==> src/rtl/irq_route_regs.sv <==
module irq_route_regs #(
  parameter int          ENTRIES  = 24,
  parameter int          OFFSET_W = 5,
  parameter logic [7:0]  RESET_ID = 8'h0E,
  parameter logic [7:0]  VERSION  = 8'h11
) (
  input  logic                  clk,
  input  logic                  rst_n,
  input  logic                  req_valid,
  input  logic                  req_write,
  input  logic [OFFSET_W-1:0]   req_offset,
  input  logic [3:0]            req_be,
  input  logic [31:0]           req_wdata,
  output logic                  rsp_valid,
  output logic                  rsp_err,
  output logic [31:0]           rsp_rdata,
  output logic                  undef_err,
  output logic [7:0]            unit_id,
  output logic [7:0]            arb_id,
  output logic [64*ENTRIES-1:0] tbl_entries
);

  localparam logic [31:0] LO_KEEP  = 32'h0001_AFFF;
  localparam logic [31:0] HI_KEEP  = 32'hFF00_0000;
  localparam logic [31:0] LO_RESET = 32'h0001_0000;
  localparam logic [8:0]  TBL_END  = 9'(16 + 2 * ENTRIES);
  localparam logic [31:0] VER_WORD = {8'h00, 8'(ENTRIES - 1), 8'h00, VERSION};

  logic [7:0]  sel_q, id_q, arb_q;
  logic [31:0] tbl_lo [ENTRIES];
  logic [31:0] tbl_hi [ENTRIES];

  logic        off_sel, off_data, acc_ok;
  logic        is_id, is_ver, is_arb, is_tbl, is_undef;
  logic [7:0]  tbl_rel;
  logic [6:0]  tbl_k;
  logic        wr_data, rd_data;
  logic [31:0] rd_tbl, rd_word;

  assign off_sel  = req_offset == OFFSET_W'(0);
  assign off_data = req_offset == OFFSET_W'(16);
  assign acc_ok   = (req_be == 4'hF) && (off_sel || off_data);

  assign is_id    = sel_q == 8'h00;
  assign is_ver   = sel_q == 8'h01;
  assign is_arb   = sel_q == 8'h02;
  assign is_tbl   = (sel_q >= 8'h10) && ({1'b0, sel_q} < TBL_END);
  assign is_undef = !(is_id || is_ver || is_arb || is_tbl);
  assign tbl_rel  = sel_q - 8'h10;
  assign tbl_k    = tbl_rel[7:1];

  assign wr_data  = req_valid && acc_ok && off_data && req_write;
  assign rd_data  = req_valid && acc_ok && off_data && !req_write;

  always_comb begin
    rd_tbl = '0;
    for (int k = 0; k < ENTRIES; k++)
      if (tbl_k == 7'(k)) rd_tbl = sel_q[0] ? tbl_hi[k] : tbl_lo[k];
  end

  always_comb begin
    rd_word = '0;
    if (off_sel)          rd_word = {24'h0, sel_q};
    else if (is_id)       rd_word = {id_q, 24'h0};
    else if (is_ver)      rd_word = VER_WORD;
    else if (is_arb)      rd_word = {arb_q, 24'h0};
    else if (is_tbl)      rd_word = rd_tbl;
  end

  always_ff @(posedge clk) begin
    if (!rst_n) begin
      sel_q     <= '0;
      id_q      <= RESET_ID;
      arb_q     <= RESET_ID;
      undef_err <= 1'b0;
      rsp_valid <= 1'b0;
      rsp_err   <= 1'b0;
      rsp_rdata <= '0;
    end else begin
      rsp_valid <= req_valid;
      rsp_err   <= req_valid && !acc_ok;
      rsp_rdata <= (req_valid && acc_ok && !req_write) ? rd_word : 32'h0;
      if (req_valid && acc_ok && off_sel && req_write) sel_q <= req_wdata[7:0];
      if (wr_data && is_id)  id_q  <= req_wdata[31:24];
      if (wr_data && is_arb) arb_q <= req_wdata[31:24];
      if ((wr_data || rd_data) && is_undef) undef_err <= 1'b1;
    end
  end

  for (genvar k = 0; k < ENTRIES; k++) begin : g_ent
    logic hit;
    assign hit = wr_data && is_tbl && (tbl_k == 7'(k));

    always_ff @(posedge clk) begin
      if (!rst_n) begin
        tbl_lo[k] <= LO_RESET;
        tbl_hi[k] <= '0;
      end else if (hit) begin
        if (sel_q[0]) tbl_hi[k] <= req_wdata & HI_KEEP;
        else          tbl_lo[k] <= req_wdata & LO_KEEP;
      end
    end

    assign tbl_entries[64*k +: 64] = {tbl_hi[k], tbl_lo[k]};

    a_r9_lo_rsvd_clear: assert property (@(posedge clk) disable iff (!rst_n)
      (tbl_lo[k] & ~LO_KEEP) == 32'h0);
    a_r9_hi_rsvd_clear: assert property (@(posedge clk) disable iff (!rst_n)
      (tbl_hi[k] & ~HI_KEEP) == 32'h0);
  end

  assign unit_id = id_q;
  assign arb_id  = arb_q;

  a_r2_rsp_follows: assert property (@(posedge clk) disable iff (!rst_n)
    req_valid |=> rsp_valid);
  a_r2_no_spurious_rsp: assert property (@(posedge clk) disable iff (!rst_n)
    !req_valid |=> !rsp_valid);
  a_r4_err_in_rsp: assert property (@(posedge clk) disable iff (!rst_n)
    rsp_err |-> rsp_valid);
  a_r4_err_no_data: assert property (@(posedge clk) disable iff (!rst_n)
    rsp_err |-> rsp_rdata == 32'h0);
  a_r4_bad_keeps_state: assert property (@(posedge clk) disable iff (!rst_n)
    (req_valid && !acc_ok) |=> ($stable(sel_q) && $stable(id_q) && $stable(arb_q)));
  a_r10_sticky_flag: assert property (@(posedge clk) disable iff (!rst_n)
    undef_err |=> undef_err);
  a_r6_version_read: assert property (@(posedge clk) disable iff (!rst_n)
    (rd_data && is_ver) |=> rsp_rdata == VER_WORD);

endmodule

==> config.mk <==
export PLATFORM = sky130hd
export DESIGN_NAME = irq_route_regs
export DESIGN_NICKNAME = d
export VERILOG_FILES = /design/src/rtl/irq_route_regs.sv
export SDC_FILE = /design/constraint.sdc
export NUM_CORES = 1
export LEC_CHECK = 0
export BUFFER_PORTS_ARGS = -buffer_cell sky130_fd_sc_hd__buf_2
export CAP_MARGIN = 20
export CORE_AREA = 5 5 633 635
export CTS_BUF_LIST = sky130_fd_sc_hd__clkbuf_8 sky130_fd_sc_hd__clkbuf_16
export DETAILED_ROUTE_END_ITERATION = 10
export DIE_AREA = 0 0 638 640
export GPL_ROUTABILITY_DRIVEN = 0
export SYNTH_ARGS = -nofsm -noshare
export SYNTH_HDL_FRONTEND = slang
export SYNTH_SLANG_ARGS = --single-unit
==> constraint.sdc <==
create_clock -name clk -period 5.2 [get_ports clk]
set_clock_uncertainty 0.15 [all_clocks]
set_input_delay 0.26 -clock clk [delete_from_list [all_inputs] [get_ports clk]]
set_output_delay 0.26 -clock clk [all_outputs]
set_load 0.05 [all_outputs]
==> impl_metrics.env <==
export IMPL_status="complete, no violations"
export IMPL_synth_top_area_share_pct=46.12
export IMPL_vias=28760
export IMPL_htreeDepth=3
export IMPL_yosys_most_used_dff="edfxtp_1"
export IMPL_grt_max_degree=46
export IMPL_finish_utilization_pct=11.77
export IMPL_synth_adder_area_share_pct=0.1044
export IMPL_clock_sinks=603
export IMPL_clk_pin_slew_ns=0.07
export IMPL_whs_ns=0.02295
export IMPL_worst_slack_ns=0.7503
export IMPL_finalCriticalPeriod_ns=4.450
export IMPL_grt_pass1_vias=26010
export IMPL_fin_crit_sh_pct=85.57
export IMPL_cp_data_arrival_time_ns=4.95
export IMPL_synth_top_family_by_area="buffers and inverters"
export IMPL_ys_warn_count=0
export IMPL_io_pin_count=1632
export IMPL_max_cap_violations=0
export IMPL_synthArstFlopShare_pct=0
export IMPL_clockBufferDepth=3
export IMPL_hold_viol_final=0
export IMPL_start_kind="flop"
export IMPL_rsz0062_at_grt="false"
export IMPL_path_max_fanout=13
export IMPL_hold_path_class="in2reg"
export IMPL_report_final_slew_viol_count=0
export IMPL_cts_made_buffers=70
export IMPL_grt_pass1_wl_mm=322.7
export IMPL_cts_root_buffer_cell="clkbuf_16"
export IMPL_ir_drop_v=0.0002385
export IMPL_leakagePower_nw=17.24
export IMPL_postCtsSetupBuffers=0
export IMPL_power_density_nw_per_um2=306.9
export IMPL_slew_headroom_pct=20.21
export IMPL_cts_tree="built"
export IMPL_fillers=45030
export IMPL_die_w_um=638
export IMPL_gr_usage_all_layers_pct=12.36
export IMPL_yosys_cell_types_count=97
export IMPL_dieArea_um2=408300
export IMPL_yosys_area_top_type="edfxtp_1"
export IMPL_final_antenna_net_count=0
export IMPL_placed_area_um2=43950
export IMPL_synth_cells=3428
export IMPL_synthXorXnorAreaFrac_pct=0.02437
export IMPL_ys_ff_latch=603
export IMPL_stdcell_count=9580
export IMPL_yosys_mux_area_fraction_pct=1.556
export IMPL_cts_resized=0
export IMPL_antenna_found_initial=30
export IMPL_placed_cells=9431
export IMPL_grt_overflow_total=0
export IMPL_synth_edff_count=552
export IMPL_drive_gt1_share_pct=27.62
export IMPL_wire_per_inst_um=28.22
export IMPL_synth_area_per_cell_um2=10.48
export IMPL_seq_area_frac_synth_pct=48.97
export IMPL_vias_per_cell=3.002
export IMPL_coreArea_um2=394500
export IMPL_crit_required_ns=5.70
export IMPL_drc=0
export IMPL_drt_iter0_markers=3273
export IMPL_synth_area_top_cells="edfxtp_1 46%, buf_4 21%, and2_1 6.6%"
export IMPL_rows=231
export IMPL_place_worst_setup_slack_ns=0.9294
export IMPL_drt_pass1_iterations=6
export IMPL_final_area_um2=46450
export IMPL_max_freq_ghz=0.2247
export IMPL_synth_area_um2=35940
export IMPL_synth_simple_area_share_pct=15.57
export IMPL_power_mw=14.26
export IMPL_syn_to_final_growth_pct=29.26
export IMPL_fin_tns_setup_ns=0
export IMPL_worst_slew_pin_slew_ns=1.190
export IMPL_setup_worst_path_class="reg2reg"
export IMPL_hpwl_mm=231.0
export IMPL_start_util_pct=9.109
export IMPL_wl_mm=270.4
export IMPL_worstSetupEndpointType="flop"
export IMPL_layout_nets=4320
export IMPL_fp_dieH_um=640
export IMPL_clock_latency_ns=0.71
export IMPL_io_buffers=632
export IMPL_synth_compound_area_share_pct=10.46
export IMPL_setup_viol_count_final=0
## worst max-delay path: stages (launching register included)
cell and delay, ns:
dfxtp_1 0.34, inv_1 0.05, buf_4 0.17, ha_1 0.34
or2_4 0.32, o21ai_4 0.27, nand3_2 0.54, nor3_1 0.95
buf_4 0.32, a221oi_1 0.09, a41oi_1 0.27, dlygate4sd3_1 0.57
## sequential cells by signal, indices dropped and copies added (netlist names)
| signal | count |
|---|---|
| tbl_lo | 360 |
| tbl_hi | 192 |
| rsp_rdata | 24 |
| arb_id | 8 |
| sel_q | 8 |
| unit_id | 8 |
| rsp_err | 1 |
| rsp_valid | 1 |
| undef_err | 1 |
## cells in the mapped netlist, types with 8 or more instances
library cell / number
buf_2: 61
clkbuf_1: 108
o21ai_1: 13
a222oi_1: 18
or3_1: 25
buf_1: 10
and2_1: 379
nor3_1: 27
o211ai_1: 13
a211oi_1: 14
a22oi_1: 69
nor2_2: 18
buf_4: 1005
mux2i_1: 30
and3_1: 24
nand3_1: 52
nand2b_1: 8
nor3_2: 14
nand2_1: 174
a221oi_1: 32
a22o_1: 16
edfxtp_1: 552
a31oi_1: 21
nand4_1: 12
a21oi_1: 118
nor2_1: 217
mux2_2: 9
inv_1: 10
a21o_1: 13
o22ai_1: 19
o31ai_1: 14
o21ai_0: 108
nor2b_1: 17
a221o_1: 9
dfxtp_1: 51
## power breakdown
group / internal [mW] / switching, mW / leakage (nW) / total, mW
registers: 5.50 / 0.236 / 5.67 / 5.74
logic: 0.222 / 3.03 / 10.4 / 3.25
clock network: 2.80 / 2.46 / 1.20 / 5.27
## layout make-up
cell class / instances / area, µm² / share of cell area (%)
flip-flops and latches: 603 / 17610 / 37.91
multi-input cells: 2612 / 13800 / 29.71
well taps: 5242 / 6559 / 14.12
repair buffers: 975 / 6055 / 13.03
clock buffers: 71 / 1765 / 3.800
clock inverters: 59 / 605.6 / 1.304
inverters: 10 / 37.54 / 0.08080
diodes: 8 / 20.02 / 0.04310
## layer usage
metal	routed length (µm)	track usage [%]
met1	86100	12.09
met2	135300	22.01
met3	31980	5.371
met4	16940	6.473
met5	0	0
## what timing repair did
item                                    in CTS  in global routing
hold endpoints to repair                    14                  0
hold buffers                                10                  0
endpoints found under the setup margin       0                  0
## layout by cell type, fill, tap and decap left out, types with 31 or more instances in the layout
cell type / n
a22oi_1: 69
a221oi_1: 31
dfxtp_1: 47
a21oi_1: 118
edfxtp_1: 552
nand2_1: 170
o21ai_1: 34
nand3_1: 52
buf_4: 308
o21ai_0: 85
clkbuf_16: 70
nor2_1: 212
and2_1: 378
buf_2: 632
conb_1: 990
## final timing paths
path | startpoint | slack [ns] | cells past startpoint | endpoint
worst min register to register | arb_id[0]$_SDFFE_PN0P_ | 0.32 | 2 | arb_id[0]$_SDFFE_PN0P_
worst min-delay path | req_wdata[29] | 0.02 | 3 | arb_id[5]$_SDFFE_PN0P_
worst max-delay path | sel_q[4]$_SDFFE_PN0P_ | 0.75 | 11 | rsp_rdata[0]$_SDFF_PN0_
worst max register to register | sel_q[4]$_SDFFE_PN0P_ | 0.75 | 11 | rsp_rdata[0]$_SDFF_PN0_
## kinds of logic (layout without fill, tap and decap cells)
group           Yosys count  after routing
simple gates           1025           1025
buf+inv                1202           1115
compound gates          547            547
xor+xnor                  1              1
flops                   603            603
other cells               1            998
mux                      46             46
fa+ha+maj                 3              3
(Power assumes the default switching activity.)
